--- src/rtl/phase_interval_digitizer.sv ---
module phase_interval_digitizer #(
  parameter int CNT_W = 9
) (
  input  logic             clk,
  input  logic             rst_n,
  input  logic             ref_in,
  input  logic             fb_in,
  output logic [CNT_W-1:0] count_out,
  output logic             lead_out,
  output logic             ovf_out,
  output logic             valid_out
);

  localparam logic [CNT_W-1:0] CNT_MAX = '1;
  localparam logic [CNT_W-1:0] CNT_ONE = CNT_W'(1);

  logic             ref_q, fb_q;
  logic             run_q, ref_led_q;
  logic [CNT_W-1:0] cnt_q;

  logic ref_rise, fb_rise, open_hit, stop_hit, tie_hit;
  logic [CNT_W-1:0] cnt_nxt;

  assign ref_rise = ref_in & ~ref_q;
  assign fb_rise  = fb_in & ~fb_q;
  assign tie_hit  = ~run_q & ref_rise & fb_rise;
  assign open_hit = ~run_q & (ref_rise ^ fb_rise);
  assign stop_hit = run_q & (ref_led_q ? fb_rise : ref_rise);
  assign cnt_nxt  = (cnt_q == CNT_MAX) ? cnt_q : cnt_q + CNT_ONE;

  always_ff @(posedge clk or negedge rst_n) begin
    if (!rst_n) begin
      ref_q <= 1'b0;
      fb_q  <= 1'b0;
    end else begin
      ref_q <= ref_in;
      fb_q  <= fb_in;
    end
  end

  always_ff @(posedge clk or negedge rst_n) begin
    if (!rst_n) begin
      run_q     <= 1'b0;
      ref_led_q <= 1'b0;
      cnt_q     <= '0;
    end else if (open_hit) begin
      run_q     <= 1'b1;
      ref_led_q <= ref_rise;
      cnt_q     <= CNT_ONE;
    end else if (stop_hit) begin
      run_q     <= 1'b0;
    end else if (run_q) begin
      cnt_q     <= cnt_nxt;
    end
  end

  always_ff @(posedge clk or negedge rst_n) begin
    if (!rst_n) begin
      count_out <= '0;
      lead_out  <= 1'b0;
      ovf_out   <= 1'b0;
      valid_out <= 1'b0;
    end else begin
      valid_out <= stop_hit | tie_hit;
      if (stop_hit) begin
        count_out <= cnt_q;
        lead_out  <= ref_led_q;
        ovf_out   <= (cnt_q == CNT_MAX);
      end else if (tie_hit) begin
        count_out <= '0;
        lead_out  <= 1'b0;
        ovf_out   <= 1'b0;
      end
    end
  end

  // overflow is only ever reported together with a saturated count
  a_r4_ovf_at_max: assert property (@(posedge clk) disable iff (!rst_n)
    ovf_out |-> (count_out == CNT_MAX));

  // published fields move only alongside the strobe
  a_r5_hold_quiet: assert property (@(posedge clk) disable iff (!rst_n)
    !valid_out |-> ($stable(count_out) && $stable(lead_out) && $stable(ovf_out)));

  // a reference-led result always spans at least one cycle
  a_r1_lead_nonzero: assert property (@(posedge clk) disable iff (!rst_n)
    (valid_out && lead_out) |-> (count_out != '0));

  // an edge of the opening input keeps the interval open
  a_r6_opener_ignored: assert property (@(posedge clk) disable iff (!rst_n)
    (run_q && ref_led_q && !fb_in) |=> run_q);

  // every new interval starts its count from the first cycle
  a_r9_fresh_count: assert property (@(posedge clk) disable iff (!rst_n)
    $rose(run_q) |-> (cnt_q == CNT_ONE));

endmodule

--- config.mk ---
export PLATFORM = sky130hd
export DESIGN_NAME = phase_interval_digitizer
export DESIGN_NICKNAME = d
export VERILOG_FILES = /design/src/rtl/phase_interval_digitizer.sv
export SDC_FILE = /design/constraint.sdc
export NUM_CORES = 1
export LEC_CHECK = 0
export ABC_AREA = 1
export BUFFER_PORTS_ARGS = -buffer_cell sky130_fd_sc_hd__buf_4
export CAP_MARGIN = 20
export CELL_PAD_IN_SITES_DETAIL_PLACEMENT = 1
export CELL_PAD_IN_SITES_GLOBAL_PLACEMENT = 1
export CORE_ASPECT_RATIO = 0.5
export CORE_MARGIN = 2
export CORE_UTILIZATION = 30
export CTS_CLUSTER_SIZE = 8
export DETAILED_ROUTE_END_ITERATION = 8
export PLACE_DENSITY_LB_ADDON = 0.1
export SETUP_SLACK_MARGIN = 0.1
export SLEW_MARGIN = 20
export SYNTH_ARGS = -nofsm -noshare
export SYNTH_HDL_FRONTEND = slang
export SYNTH_SLANG_ARGS = --single-unit
--- constraint.sdc ---
create_clock -name clk -period 2.2 [get_ports clk]
set_input_delay 0.44 -clock clk [delete_from_list [all_inputs] [get_ports clk]]
set_output_delay 0.44 -clock clk [all_outputs]
set_load 0.005 [all_outputs]
* After elaboration in Yosys (flattened, before gate mapping)
Cells that the tools add are included.
Storage, ports and cells: input bits 4, word-level logic and storage cells 40, register bits after elaboration 25, output and inout bits 12
Operators by class: equal/unequal tests 3, multiplexer cells 12, reduce and logical (&&, ||, !) cells 4, add/sub/neg operators 1, bitwise gates (word level) 11
Operator list (number):
- $mux W9 | 6
- $add A9 B1 Y9 const B | 1
- $eq A9 B9 Y1 const B | 1
- $and A1 B1 Y1 | 6
- $mux W1 | 6
- $reduce_bool A2 Y1 | 3
- $ne A2 B2 Y1 const B | 2
- $not A1 Y1 | 3
- $reduce_and A3 Y1 | 1
- $or A1 B1 Y1 | 1
- $xor A1 B1 Y1 | 1

* Logic depth before layout (Yosys ltp)
depth in word-level cells 6, mapped depth 12, depth with buffers taken out 12

* Worst setup path after synthesis
No wires, ideal clock.
path type register to register, start point reg cnt_q[0], end point reg cnt_q[5], clock period less this slack 1.606 ns, cell stages (with the launch flop) 13, path slack 0.594 ns, path buffers 0, data arrival time 1.490 ns, setup time 0.116 ns, required time 2.084 ns, cells stage by stage dfrtp_1 -> ha_1 -> nand2_1 -> nor2_2 -> nand2_1 -> nor2_1 -> ha_1 -> nor2_4 -> inv_2 -> nand2_2 -> nand2_4 -> nand2_1 -> nand2_1
Between the ends: cells in the longest elaborated chain, start to end 5, elaborated cells between the ends (all ways) 8, classes of those cells add/sub: 1; eq/ne: 2; mux: 4; reduce/logical: 1
RTL lines:
- from (decl) | line 19 | logic [CNT_W-1:0] cnt_q;
- from (signal assigned) | line 53 | cnt_q <= cnt_nxt;
- $add A9 B1 Y9 | line 29 | assign cnt_nxt = (cnt_q == CNT_MAX) ? cnt_q : cnt_q + CNT_ONE;
- $mux W9 | line 29
- $mux W9 | line 52 | end else if (run_q) begin
- $mux W9 | line 50 | end else if (stop_hit) begin
- $mux W9 | line 46 | end else if (open_hit) begin
Parallel ways exist; a longest one is shown, timed or not. The select of a mux whose other input is x is not followed. A chain may end at the register's enable or synchronous reset.

* Worst setup path after layout
Same ends and word-level chain as after synthesis.

==> impl_metrics.csv <==
group,metric,value,unit
clocking,clock_sinks,25,
timing,worst_clock_skew,0.00901,ns
grt,met2_usage,0.205,
timing,slew-limit-headroom,0.748,
yosys,synth.most_common_cell,"nand2_1",
timing,tightestPinTransition,0.378,ns
floorplanning,die_x,94.4,um
floorplanning,num_rows,16,
worst_setup_path,regToRegEndpoint,"cnt_q[5]",
timing,setup_tns,0,ns
yosys,ys_seq_elements,25,
clocking,cts_tree,"built",
clocking,cts_root_buf,"clkbuf_8",
worst_setup_path,worstPathRequired,2.42,ns
placed_design,place.port_buffers,15,
timing,period_share,0.839,
detailed_routing,wl,2910,um
timing,maxClockFrequency,542,MHz
cells_and_area,layout-drive-gt1-share,0.241,
detailed_routing,ant_nets,0,
worst_setup_path,crit_start,"cnt_q[0]",
worst_setup_path,path_common_cell,"nand2_1",
placed_design,gp_congestion,0.739,
clocking,post_cts_resized,0,
timing,finalMaxSlewViolations,0,
detailed_routing,drc,0,
detailed_routing,wl_per_cell,13.7,um
yosys,syn_avg_cell_area,8.63,sq um
timing,rsz0062_at_grt,"false",
detailed_routing,viasPerCell,4.42,
floorplanning,core,0.00390,sq mm
yosys,seq_area_frac_synth,0.511,
clocking,clk_path_buf_depth,2,
power,p_leak,0.756,nW
clocking,path_clk_slew,0.10,ns
grt,overflow,0,
yosys,synthDistinctLibCells,22,
cells_and_area,nets,165,
yosys,synth_area,0.00122,sq mm
grt,grt_max_degree,26,
grt,grt_pass1_vias,969,
clocking,post-cts-setup-buffers,0,
worst_setup_path,cpPeakStageDelay,0.44,ns
worst_setup_path,cp_data_arrival_time,2.07,ns
cells_and_area,antenna_cells,0,
grt,antenna_found_initial,0,
worst_setup_path,r2r_slack,0.35,ns
worst_setup_path,path_class,"flop to flop",
clocking,cts.htree.levels,1,
yosys,synth.area.top_cells,"dfrtp_1 51%, nand2_1 15%, nand3_1 5.7%",
run_status,status,"finished, final reports clean",
worst_setup_path,path_max_fanout,9,
power,total_power,1.47,mW
power,vdd_ir_drop_max,465,uV
grt,grt_pass1_wl,5000,um
yosys,async_flop_share,1.00,
power,p_per_area,1030,mW/mm^2
worst_setup_path,cp-end-kind,"flop",
clocking,clock_latency,0.28,ns
worst_setup_path,crit_chain,"ha_1 > nand2_1 > nor2_2 > nand2_1 > nor2_1 > ha_1 > nor2_4 > inv_2 > nand2_2 > nand2_4 > nand2_1 > nand2_1",
grt,gr-usage-met1,0.216,
floorplanning,die_area,0.00464,sq mm
timing,finalHoldViolations,0,
clocking,cts_buffers,3,
yosys,yosysWarnings,0,
yosys,synthTopCellsByCount,"49 x nand2_1, 25 x dfrtp_1, 14 x nand3_1",
clocking,ctsHoldBuffers,0,
grt,grtUsageMet3,0.0417,
worst_setup_path,cp-endpoint,"cnt_q[5]",
floorplanning,initial_core_util,0.314,
cells_and_area,final_util,0.365,
placed_design,place_hpwl,2110,um
worst_setup_path,r2r_cells,12,
cells_and_area,syn2layout_area_growth,16.4,%
floorplanning,io-pin-count,16,
detailed_routing,drt_pass1_iterations,4,
detailed_routing,vias,936,
timing,fin_crit,1.85,ns
detailed_routing,drt-initial-drc-count,42,
yosys,syn_inst,142,
worst_setup_path,r2r-start,"cnt_q[0]",
floorplanning,fp.dieH,49.2,um
yosys,synth-edff-count,0,
worst_setup_path,cp-start-kind,"flop",
yosys,synth_top_cell_by_area,"dfrtp_1",
grt,grt_usage,0.143,
hold_path,min_path_type,"input pin to async pin",
yosys,synth_nets,148,
worst_setup_path,crit_slowest_cell,"dfrtp_1",
yosys,synth_top_area_share,0.511,
timing,setup_viol,0,
yosys,yosys_most_used_dff,"dfrtp_1",
job,cap_violations,0,
grt,grt_most_used_layer,"met1",
stage by stage:
stage          setup WS [ns]  area [sq um]  hold WS (ns)  instances
2_1_floorplan          0.594          1220         0.144        142
3_3_place_gp           0.481          1380         0.374        208
3_5_place_dp           0.398          1380         0.376        208
4_1_cts                0.319          1430        0.0609        212
5_1_grt                0.158          1430        0.0653        212
6_report               0.355          1430        0.0511        212
layer usage:
metal / vias up / routed length, um
li1: 481 / -
met3: 5 / 102
met4: 0 / 11
met1: 441 / 1580
met2: 9 / 1220
met5: - / 0
cell usage in the layout (no fill, tap or decap), types with 2 or more instances in the layout:
cell type / n
nand3_1: 14
nand4_1: 2
buf_4: 15
nand2_2: 3
nor2_2: 4
nand2_4: 2
inv_1: 13
nand3_2: 2
o21ai_1: 6
ha_1: 2
dfrtp_1: 25
inv_2: 4
xor2_1: 3
nor2_1: 2
o21ai_0: 3
nand2_1: 49
clkbuf_8: 3
registers in the layout, indices dropped and copies added, names as in the netlist:
name       count
cnt_q          9
count_out      9
fb_q           1
lead_out       1
ovf_out        1
ref_led_q      1
ref_q          1
run_q          1
valid_out      1
critical path, delay by kind of cell, from the launching register on:
kind / cells / cell delay (ns)
AND/OR/NAND/NOR: 9 / 0.84
buffers and inverters: 1 / 0.06
adder cells (fa/ha/maj): 2 / 0.46
flip-flops: 1 / 0.44
power breakdown:
part	internal (mW)	leakage, nW	switching, mW
Combinational	0.201	0.401	0.317
Clock	0.129	0.0217	0.165
Sequential	0.569	0.332	0.0935
logic make-up after synthesis:
group                      share of synthesized area
and+or+nand+nor                                0.318
DFF                                            0.511
buffers and inverters                         0.0746
AOI/OAI and AO/OA                             0.0552
xor gates and xnor gates                      0.0215
adders and majority gates                     0.0204
worst min-delay path by stage:
stage / startpoint / endpoint / slack [ns] / cells after the start
floorplan: rst_n / cnt_q[0] / 0.14 / 0
global placement: rst_n / cnt_q[3] / 0.37 / 1
detailed placement: rst_n / cnt_q[1] / 0.38 / 1
CTS: rst_n / count_out[4] / 0.06 / 1
global route: rst_n / cnt_q[2] / 0.07 / 1
finish: rst_n / cnt_q[2] / 0.05 / 1
area by class of cell:
type,instances,area [sq um]
Fill cell,491,2480
Clock buffer,3,41.3
Clock inverter,1,7.51
Tap cell,54,67.6
Sequential cell,25,626
Multi-Input combinational cell,97,508
Timing Repair Buffer,15,113
Inverter,17,63.8
Note: power is estimated with default switching activity, not from simulation.
